==> config.mk <==
export PLATFORM = sky130hd
export DESIGN_NAME = phy_cfg_port
export DESIGN_NICKNAME = d
export VERILOG_FILES = /design/src/rtl/phy_cfg_pkg.sv /design/src/rtl/hw_mask_reg.sv /design/src/rtl/phy_cfg_array.sv /design/src/rtl/pll_flag_model.sv /design/src/rtl/phy_cfg_port.sv
export SDC_FILE = /design/constraint.sdc
export NUM_CORES = 1
export LEC_CHECK = 0
export ABC_AREA = 1
export BUFFER_PORTS_ARGS = -buffer_cell sky130_fd_sc_hd__buf_2
export CAP_MARGIN = 20
export CORE_UTILIZATION = 30
export CTS_BUF_LIST = sky130_fd_sc_hd__clkbuf_4 sky130_fd_sc_hd__clkbuf_8
export CTS_CLUSTER_SIZE = 30
export DETAILED_ROUTE_END_ITERATION = 16
export GPL_TIMING_DRIVEN = 0
export SLEW_MARGIN = 15
export SYNTH_ARGS = -nofsm -noshare
export SYNTH_HDL_FRONTEND = slang
export SYNTH_HIERARCHICAL = 1
export SYNTH_SLANG_ARGS = --single-unit
==> constraint.sdc <==
create_clock -name clk -period 2.6 [get_ports clk]
set_input_delay 0.26 -clock clk [delete_from_list [all_inputs] [get_ports clk]]
set_output_delay 0.26 -clock clk [all_outputs]
set_load 0.05 [all_outputs]
==> src/rtl/phy_cfg_pkg.sv <==
package phy_cfg_pkg;
  localparam int BUS_W  = 32;
  localparam int HALF_W = BUS_W / 2;

  typedef logic [HALF_W-1:0] half_t;
  typedef logic [BUS_W-1:0]  word_t;

  localparam int ST_LOCK_BIT = 9;
  localparam int ST_PEND_BIT = 10;
  localparam int ST_RXD_BIT  = 11;
endpackage

==> src/rtl/hw_mask_reg.sv <==
module hw_mask_reg #(
  parameter int HW = 16
) (
  input  logic            clk,
  input  logic            rst_n,
  input  logic            we,
  input  logic [2*HW-1:0] wval,
  output logic [HW-1:0]   q,
  output logic [HW-1:0]   q_nxt
);
  logic [HW-1:0] msk;
  logic [HW-1:0] val;

  always_comb begin
    msk   = wval[2*HW-1:HW];
    val   = wval[HW-1:0];
    q_nxt = (q & ~msk) | (val & msk);
  end

  always_ff @(posedge clk or negedge rst_n) begin
    if (!rst_n)  q <= '0;
    else if (we) q <= q_nxt;
  end
endmodule

==> src/rtl/phy_cfg_array.sv <==
module phy_cfg_array #(
  parameter int AW = 6,
  parameter int DW = 4
) (
  input  logic          clk,
  input  logic          rst_n,
  input  logic          we,
  input  logic [AW-1:0] waddr,
  input  logic [DW-1:0] wdata,
  input  logic [AW-1:0] raddr,
  output logic [DW-1:0] rdata
);
  localparam int DEPTH = 1 << AW;

  logic [DW-1:0] mem [DEPTH];

  for (genvar i = 0; i < DEPTH; i++) begin : g_ent
    always_ff @(posedge clk or negedge rst_n) begin
      if (!rst_n)                            mem[i] <= '0;
      else if (we && (waddr == AW'(i)))      mem[i] <= wdata;
    end
  end

  assign rdata = mem[raddr];
endmodule

==> src/rtl/pll_flag_model.sv <==
module pll_flag_model #(
  parameter int LOCK_DLY = 20,
  parameter int OUT_DLY  = 10
) (
  input  logic clk,
  input  logic rst_n,
  input  logic trigger,
  output logic locked,
  output logic pending
);
  localparam int LW = $clog2(LOCK_DLY + 1);
  localparam int OW = (OUT_DLY > 1) ? $clog2(OUT_DLY) : 1;
  localparam logic [LW-1:0] LOCK_END = LW'(LOCK_DLY);
  localparam logic [OW-1:0] OUT_END  = OW'(OUT_DLY - 1);

  logic [LW-1:0] lock_cnt, lock_cnt_nxt;
  logic [OW-1:0] out_cnt, out_cnt_nxt;
  logic          armed, armed_nxt;
  logic          pend_q, pend_nxt;
  logic          done;

  always_comb begin
    done         = armed && (out_cnt == OUT_END);
    armed_nxt    = armed;
    out_cnt_nxt  = out_cnt;
    pend_nxt     = pend_q;
    lock_cnt_nxt = lock_cnt;
    if (armed) begin
      if (done) begin
        armed_nxt = 1'b0;
        pend_nxt  = 1'b0;
      end else begin
        out_cnt_nxt = out_cnt + 1'b1;
      end
    end else if (trigger && pend_q) begin
      armed_nxt   = 1'b1;
      out_cnt_nxt = '0;
    end
    if (done)                       lock_cnt_nxt = '0;
    else if (lock_cnt != LOCK_END)  lock_cnt_nxt = lock_cnt + 1'b1;
  end

  always_ff @(posedge clk or negedge rst_n) begin
    if (!rst_n) begin
      lock_cnt <= '0;
      out_cnt  <= '0;
      armed    <= 1'b0;
      pend_q   <= 1'b1;
    end else begin
      lock_cnt <= lock_cnt_nxt;
      out_cnt  <= out_cnt_nxt;
      armed    <= armed_nxt;
      pend_q   <= pend_nxt;
    end
  end

  assign locked  = (lock_cnt == LOCK_END);
  assign pending = pend_q;
endmodule

==> src/rtl/phy_cfg_port.sv <==
module phy_cfg_port
  import phy_cfg_pkg::*;
#(
  parameter int ADDR_W    = 4,
  parameter int CFG_OFS   = 0,
  parameter int LANE_OFS  = 1,
  parameter int STAT_OFS  = 2,
  parameter int CA_W      = 6,
  parameter int CD_W      = 4,
  parameter int LANES     = 4,
  parameter int IDLE_LSB  = 3,
  parameter int LANE_BASE = 'h30,
  parameter int RATE_ADDR = 'h12,
  parameter int RATE_BIT  = 3,
  parameter int LOCK_DLY  = 20,
  parameter int OUT_DLY   = 10
) (
  input  logic              clk,
  input  logic              rst_n,
  input  logic              bus_wr,
  input  logic              bus_rd,
  input  logic [ADDR_W-1:0] bus_addr,
  input  logic [BUS_W-1:0]  bus_wdata,
  output logic [BUS_W-1:0]  bus_rdata,
  input  logic [LANES-1:0]  lane_rx_det
);
  localparam int STB_BIT  = 0;
  localparam int ADDR_LSB = 1;
  localparam int DATA_LSB = ADDR_LSB + CA_W;
  localparam int LIDX_W   = (LANES > 1) ? $clog2(LANES) : 1;

  logic         cfg_we, lane_we;
  half_t        cfg_q, cfg_nxt, lane_q, lane_nxt;
  logic         arr_we, pll_trig, locked, pending;
  logic [CA_W-1:0] sel_addr, wr_addr, lane_diff;
  logic [CD_W-1:0] wr_data, entry;
  logic [LIDX_W-1:0] lane_idx;
  logic         lane_hit, rxd_bit;
  word_t        status, rdata_nxt;
  logic         unused_bits;

  assign cfg_we  = bus_wr && (bus_addr == ADDR_W'(CFG_OFS));
  assign lane_we = bus_wr && (bus_addr == ADDR_W'(LANE_OFS));

  hw_mask_reg #(.HW(HALF_W)) u_cfg (
    .clk(clk), .rst_n(rst_n), .we(cfg_we), .wval(bus_wdata),
    .q(cfg_q), .q_nxt(cfg_nxt));

  hw_mask_reg #(.HW(HALF_W)) u_lane (
    .clk(clk), .rst_n(rst_n), .we(lane_we), .wval(bus_wdata),
    .q(lane_q), .q_nxt(lane_nxt));

  assign unused_bits = ^{lane_nxt, cfg_nxt[HALF_W-1:DATA_LSB+CD_W]};

  // strobe commit on 0 -> 1 transition only
  assign wr_addr  = cfg_nxt[DATA_LSB-1:ADDR_LSB];
  assign wr_data  = cfg_nxt[DATA_LSB+CD_W-1:DATA_LSB];
  assign arr_we   = cfg_we && cfg_nxt[STB_BIT] && !cfg_q[STB_BIT];
  assign pll_trig = arr_we && (wr_addr == CA_W'(RATE_ADDR)) && wr_data[RATE_BIT];
  assign sel_addr = cfg_q[DATA_LSB-1:ADDR_LSB];

  phy_cfg_array #(.AW(CA_W), .DW(CD_W)) u_arr (
    .clk(clk), .rst_n(rst_n), .we(arr_we), .waddr(wr_addr),
    .wdata(wr_data), .raddr(sel_addr), .rdata(entry));

  pll_flag_model #(.LOCK_DLY(LOCK_DLY), .OUT_DLY(OUT_DLY)) u_pll (
    .clk(clk), .rst_n(rst_n), .trigger(pll_trig),
    .locked(locked), .pending(pending));

  always_comb begin
    lane_diff = sel_addr - CA_W'(LANE_BASE);
    lane_idx  = lane_diff[LIDX_W-1:0];
    lane_hit  = (sel_addr >= CA_W'(LANE_BASE)) && (lane_diff < CA_W'(LANES));
    rxd_bit   = lane_hit && lane_rx_det[lane_idx] && !lane_q[IDLE_LSB + int'(lane_idx)];
    status    = '0;
    status[CD_W-1:0]   = entry;
    status[ST_LOCK_BIT] = locked;
    status[ST_PEND_BIT] = pending;
    status[ST_RXD_BIT]  = rxd_bit;
  end

  always_comb begin
    rdata_nxt = '0;
    if (bus_rd) begin
      if (bus_addr == ADDR_W'(CFG_OFS))       rdata_nxt = {{HALF_W{1'b0}}, cfg_q};
      else if (bus_addr == ADDR_W'(LANE_OFS)) rdata_nxt = {{HALF_W{1'b0}}, lane_q};
      else if (bus_addr == ADDR_W'(STAT_OFS)) rdata_nxt = status;
    end
  end

  always_ff @(posedge clk or negedge rst_n) begin
    if (!rst_n) bus_rdata <= '0;
    else        bus_rdata <= rdata_nxt;
  end
endmodule


# Word-level counts from Yosys, hierarchy flattened
# Cells that the tools add are included.
# op_classes
add_sub_neg	4
order_cmp	5
n_eq_ne	69
muxes	20
bitwise_logic	7
reduce_logical	82
# op_table
op	count
equality test 6 bit, second input constant	32
equality test 6 x 5 -> 1 bit, second input constant	16
logical AND 1 bit	74
bitwise AND 16 bit	3
equality test 6 x 4 -> 1 bit, second input constant	8
two-way mux 16 bit	2
two-way mux 32 bit	1
OR 16 bit	2
binary-select mux 4 bit (select 6 bit)	1
equality test 6 x 3 -> 1 bit, second input constant	4
two-way mux 4 bit	5
NOT 16 bit	1
equality test 6 x 2 -> 1 bit, second input constant	2
two-way mux 12 bit	1
two-way mux 5 bit	2
>= comparator 7 bit, second input constant	1
NOT 6 -> 7 bit	1
equality test 6 x 1 -> 1 bit, second input constant	1
>= comparator 6 bit, second input constant	1
zero test 6 bit	1
less-than comparator 6 x 3 -> 1 bit, second input constant	1
two-way mux 1 bit	6
subtractor 6 bit, second input constant	1
adder 5 x 1 -> 5 bit, second input constant	1
other kinds (16)	19
# word_totals
ff_bits	331
inputBits	44
output_inout_bits	32
elab_cells	258

# Depth between registers and ports, before layout
# depth
depth_word	11
depth_mapped	13
mapped_depth_nobuf	12

# By module
# The synthesis kept the hierarchy.
# modules_own_cells
module	n_inst	cells_each	area_per_inst_um2	seq_area_each_um2
phy_cfg_array	1	1498	11980.2	6406.1
hw_mask_reg	2	164	1043.5	400.4
phy_cfg_port	1	156	1096.1	400.4
pll_flag_model	1	71	591.8	276.5

# Worst setup path after synthesis
# No wires, ideal clock.
# synth_timing
path_type	in2reg
from	input bus_addr[3]
to	register u_arr/mem[211] (netlist bit)
setup_time_ns	0.134
t_arrival_ns	1.938
required_time_ns	2.466
path_slack_ns	0.528
stages	13
path_buffers	1
path_cell_list	inv_1 -> nand3b_4 -> nor2_4 -> inv_2 -> nor2_2 -> nand3b_1 -> inv_1 -> inv_1 -> nor3_2 -> buf_4 -> nand2_1 -> nand2_1 -> o21ai_0
# synth_between
elab_chain_cells	5
# synth_rtl
element	line	source
from (decl)	phy_cfg_port.sv:22	input logic [ADDR_W-1:0] bus_addr,
zero test 4 bit	phy_cfg_port.sv:42	assign cfg_we = bus_wr && (bus_addr == ADDR_W'(CFG_OFS));
logical AND 1 bit	phy_cfg_port.sv:42	
via cfg_we	phy_cfg_port.sv:32	logic cfg_we, lane_we;
logical AND 1 bit (2 in series)	phy_cfg_port.sv:58	assign arr_we = cfg_we && cfg_nxt[STB_BIT] && !cfg_q[STB_BIT];
via arr_we	phy_cfg_port.sv:34	logic arr_we, pll_trig, locked, pending;
logical AND 1 bit	phy_cfg_array.sv:20	else if (we && (waddr == AW'(i))) mem[i] <= wdata;
to (signal, indexed assignment)	phy_cfg_array.sv:20	
to (decl)	phy_cfg_array.sv:15	logic [DW-1:0] mem [DEPTH];
# The timed path passes the listed nets, and every way through them passes these cells.
# A chain may end at the register's enable or synchronous reset.

# Worst setup path in the final report
# layout_timing
from	register u_cfg.q[3]
to	register bus_rdata[0]
# layout_between
elab_chain_cells	8
# layout_rtl
element	line	source
from (decl)	hw_mask_reg.sv:8	output logic [HW-1:0] q,
from (signal assigned)	hw_mask_reg.sv:22	else if (we) q <= q_nxt;
NOT 6 -> 7 bit (implied by the code)	phy_cfg_array.sv:24	assign rdata = mem[raddr];
binary-select mux 4 bit (select 6 bit)	phy_cfg_array.sv:24	
two-way mux 4 bit (implied by the code) (2 in series)	phy_cfg_array.sv:24	
via entry[0]	phy_cfg_port.sv:36	logic [CD_W-1:0] wr_data, entry;
two-way mux 12 bit	phy_cfg_port.sv:87	else if (bus_addr == ADDR_W'(STAT_OFS)) rdata_nxt = status;
two-way mux 16 bit	phy_cfg_port.sv:86	else if (bus_addr == ADDR_W'(LANE_OFS)) rdata_nxt = {{HALF_W{1'b0}}, lane_q};
two-way mux 16 bit	phy_cfg_port.sv:85	if (bus_addr == ADDR_W'(CFG_OFS)) rdata_nxt = {{HALF_W{1'b0}}, cfg_q};
two-way mux 32 bit	phy_cfg_port.sv:84	if (bus_rd) begin
via rdata_nxt[0]	phy_cfg_port.sv:39	word_t status, rdata_nxt;
to (signal assigned)	phy_cfg_port.sv:93	else bus_rdata <= rdata_nxt;
to (decl)	phy_cfg_port.sv:24	output logic [BUS_W-1:0] bus_rdata,
# The timed path passes the listed nets, and every way through them passes these cells. The select of a mux whose other input is x is not followed.

==> run summary <==
Status: complete, no violations
CP most frequent cell: nand2_1
Critical path arrival: 3.08 ns
Placed cell area: 16920 µm²
Total CTS buffers: 56
Finished Cell Area: 18850 µm²
Hold Crit Class: in2reg
Clock transition at path regs: 0.06 ns
H-tree depth: 2
Die Y: 230.2 µm
GRT Util Overall: 20.03%
Buffers and inverters on the worst path: 3
Port Buffer Count: 59
Final Net Count: 2268
Detailed Routing Iterations Pass 1: 5
Largest net degree at the start of global routing: 105
Grt ovf: 0
Post-route ant nets: 0
Total die area: 53000 µm²
Yosys warns: 6
CTS Root Cell: clkbuf_8
Leakage: 9.181 nW
Total wire length: 53330 µm
Rel. slew slack: 42.10%
Initial antenna violation count: 0
Crit-path max FO: 10
Num Clock Sinks: 315
Period minus WS final: 2.533 ns
Slowest-stage cell, CP: dfrtp_1
Tcrit/Tclk final: 97.44%
Synth-to-layout area growth: 20.66%
Hold_ws: 0.08251 ns
WL/cell: 18.10 µm
Core area: 51410 µm²
Die Wd: 230.2 µm
Mapped Cells: 2032
PD cells: 713.4 nW/µm²
Longest Clk Path Bufs: 3
Post-Syn Area: 15620 µm²
Vias in the first global route: 13810
Crit Path Class: reg2reg
Gpl congestion: 0.9429
Max IR drop VDD: 384.5 µV
Crit path cell chain: clkbuf_1 -> inv_1 -> buf_2 -> nand3_1 -> nand2_1 -> nand2_1 -> nand3_1 -> nand3_1 -> nand2_1 -> nand2_1 -> a31oi_1
CTS tree: built
Fmax: 394.7 MHz
Crit end category: flip-flop
I/O pins: 76
RSZ-0062 raised after global routing: no
Via density: 4.943
Critical path's largest stage delay: 0.43 ns
Final setup vio count: 0
Final hold violation count: 0
Vias: 14570
Critical path's top delay family: buffers and inverters
Maxcap violations: 0
Post-DP HPWL: 36240 µm
Skew-Pair Late Insertion Delay: 0.65 ns
Worst-Margin Slew: 0.8653 ns
Initial Util: 30.39%
First-pass GRT wire length: 81270 µm
Syn_area_per_cell: 7.689 µm²
Required time worst endpoint: 3.15 ns
Type of origin of the critical path: flip-flop
Starting DRT DRC Count: 1324
Final slew viol count: 0
Residual DRC: 0
# rows: 83
Antenna cells: 0
Share of layout cells above drive strength 1: 14.03%
Worst Clk Skew: 0.01992 ns
[flip-flops by register name, summed over array words and instances, names as in the netlist]
signal and cells:
u_pll/out_cnt 4, u_arr/mem 256, u_lane/q 16, u_pll/pending 1, bus_rdata 16, u_pll/armed 1, u_pll/lock_cnt 5, u_cfg/q 16
[worst min-delay path, delay by kind of cell]
kind / cells / cell delay (ns)
simple gates: 3 / 0.23
compound gates: 1 / 0.06
buf+inv: 2 / 0.12
[power by group]
group	leakage (nW)	internal, mW	switching, mW	total, mW
logic	4.15	0.727	2.19	2.92
registers	4.33	5.06	0.153	5.22
clock network	0.702	3.13	2.18	5.32
[area by class of cell]
cell class	instances	area [µm²]
Tap cell	680	850.8
Fill cell	5336	32550
Sequential cell	315	7885
Inverter	150	573.1
Buffer	106	604.3
Timing Repair Buffer	114	908.4
Clock buffer	94	1212
Clock inverter	12	115.1
Multi-Input combinational cell	1476	6703
[layout by cell type (no fill, tap or decap), types with 20 or more instances in the layout]
master and instances:
a21oi_1 24, buf_2 81, buf_4 20, clkbuf_1 29
clkbuf_2 22, clkbuf_8 81, dfrtp_1 313, dlygate4sd3_1 52
inv_1 137, nand2_1 807, nand2_4 21, nand3_1 263
nor2_1 25, o21ai_0 117, o21ai_1 132
[timing repair]
item	CTS	global route
endpoints found under the setup margin	11	152
buffers inserted	0	0
endpoints found under the hold margin	112	0
gates resized for setup	26	44
hold buffers	52	0
pin swaps	0	0
[stage by stage]
step           TNS [ns]  power [mW]  worst slack, ns  utilization, %  instances
6_report              0       13.45          0.06654           36.67       2947
3_5_place_dp     -12.80       8.022          -0.3008           32.91       2789
5_1_grt               0       14.00         0.007460           36.67       2947
2_1_floorplan         0       6.808           0.5277               -       2047
4_1_cts               0       13.45         0.009416           36.58       2947
3_3_place_gp   -1506.90       7.976           -4.787           32.73       2786
[layer usage]
metal	vias to the layer above	GRT usage, %	wire (µm)
met5	-	0	0
met4	0	6.767	1721
met3	130	4.402	4650
met2	630	31.76	23890
met1	6919	26.90	23070
li1	6889	-	-
[final timing paths]
kind | cells after the start | slack [ns] | endpoint | from
worst max register to register | 11 | 0.07 | bus_rdata[0]$_DFF_PN0_ | u_cfg/q[3]$_DFFE_PN0P_
worst max-delay path | 11 | 0.07 | bus_rdata[0]$_DFF_PN0_ | u_cfg/q[3]$_DFFE_PN0P_
worst min-delay path | 6 | 0.08 | bus_rdata[15]$_DFF_PN0_ | bus_addr[2]
max in group asynchronous | 4 | 1.05 | u_arr/mem[74]$_DFFE_PN0P_ | rst_n
worst min register to register | 2 | 0.46 | u_pll/pending$_DFFE_PN1P_ | u_pll/pending$_DFFE_PN1P_
min in group asynchronous | 2 | 0.17 | u_cfg/q[13]$_DFFE_PN0P_ | rst_n
Note: power is estimated with default switching activity, not from simulation.
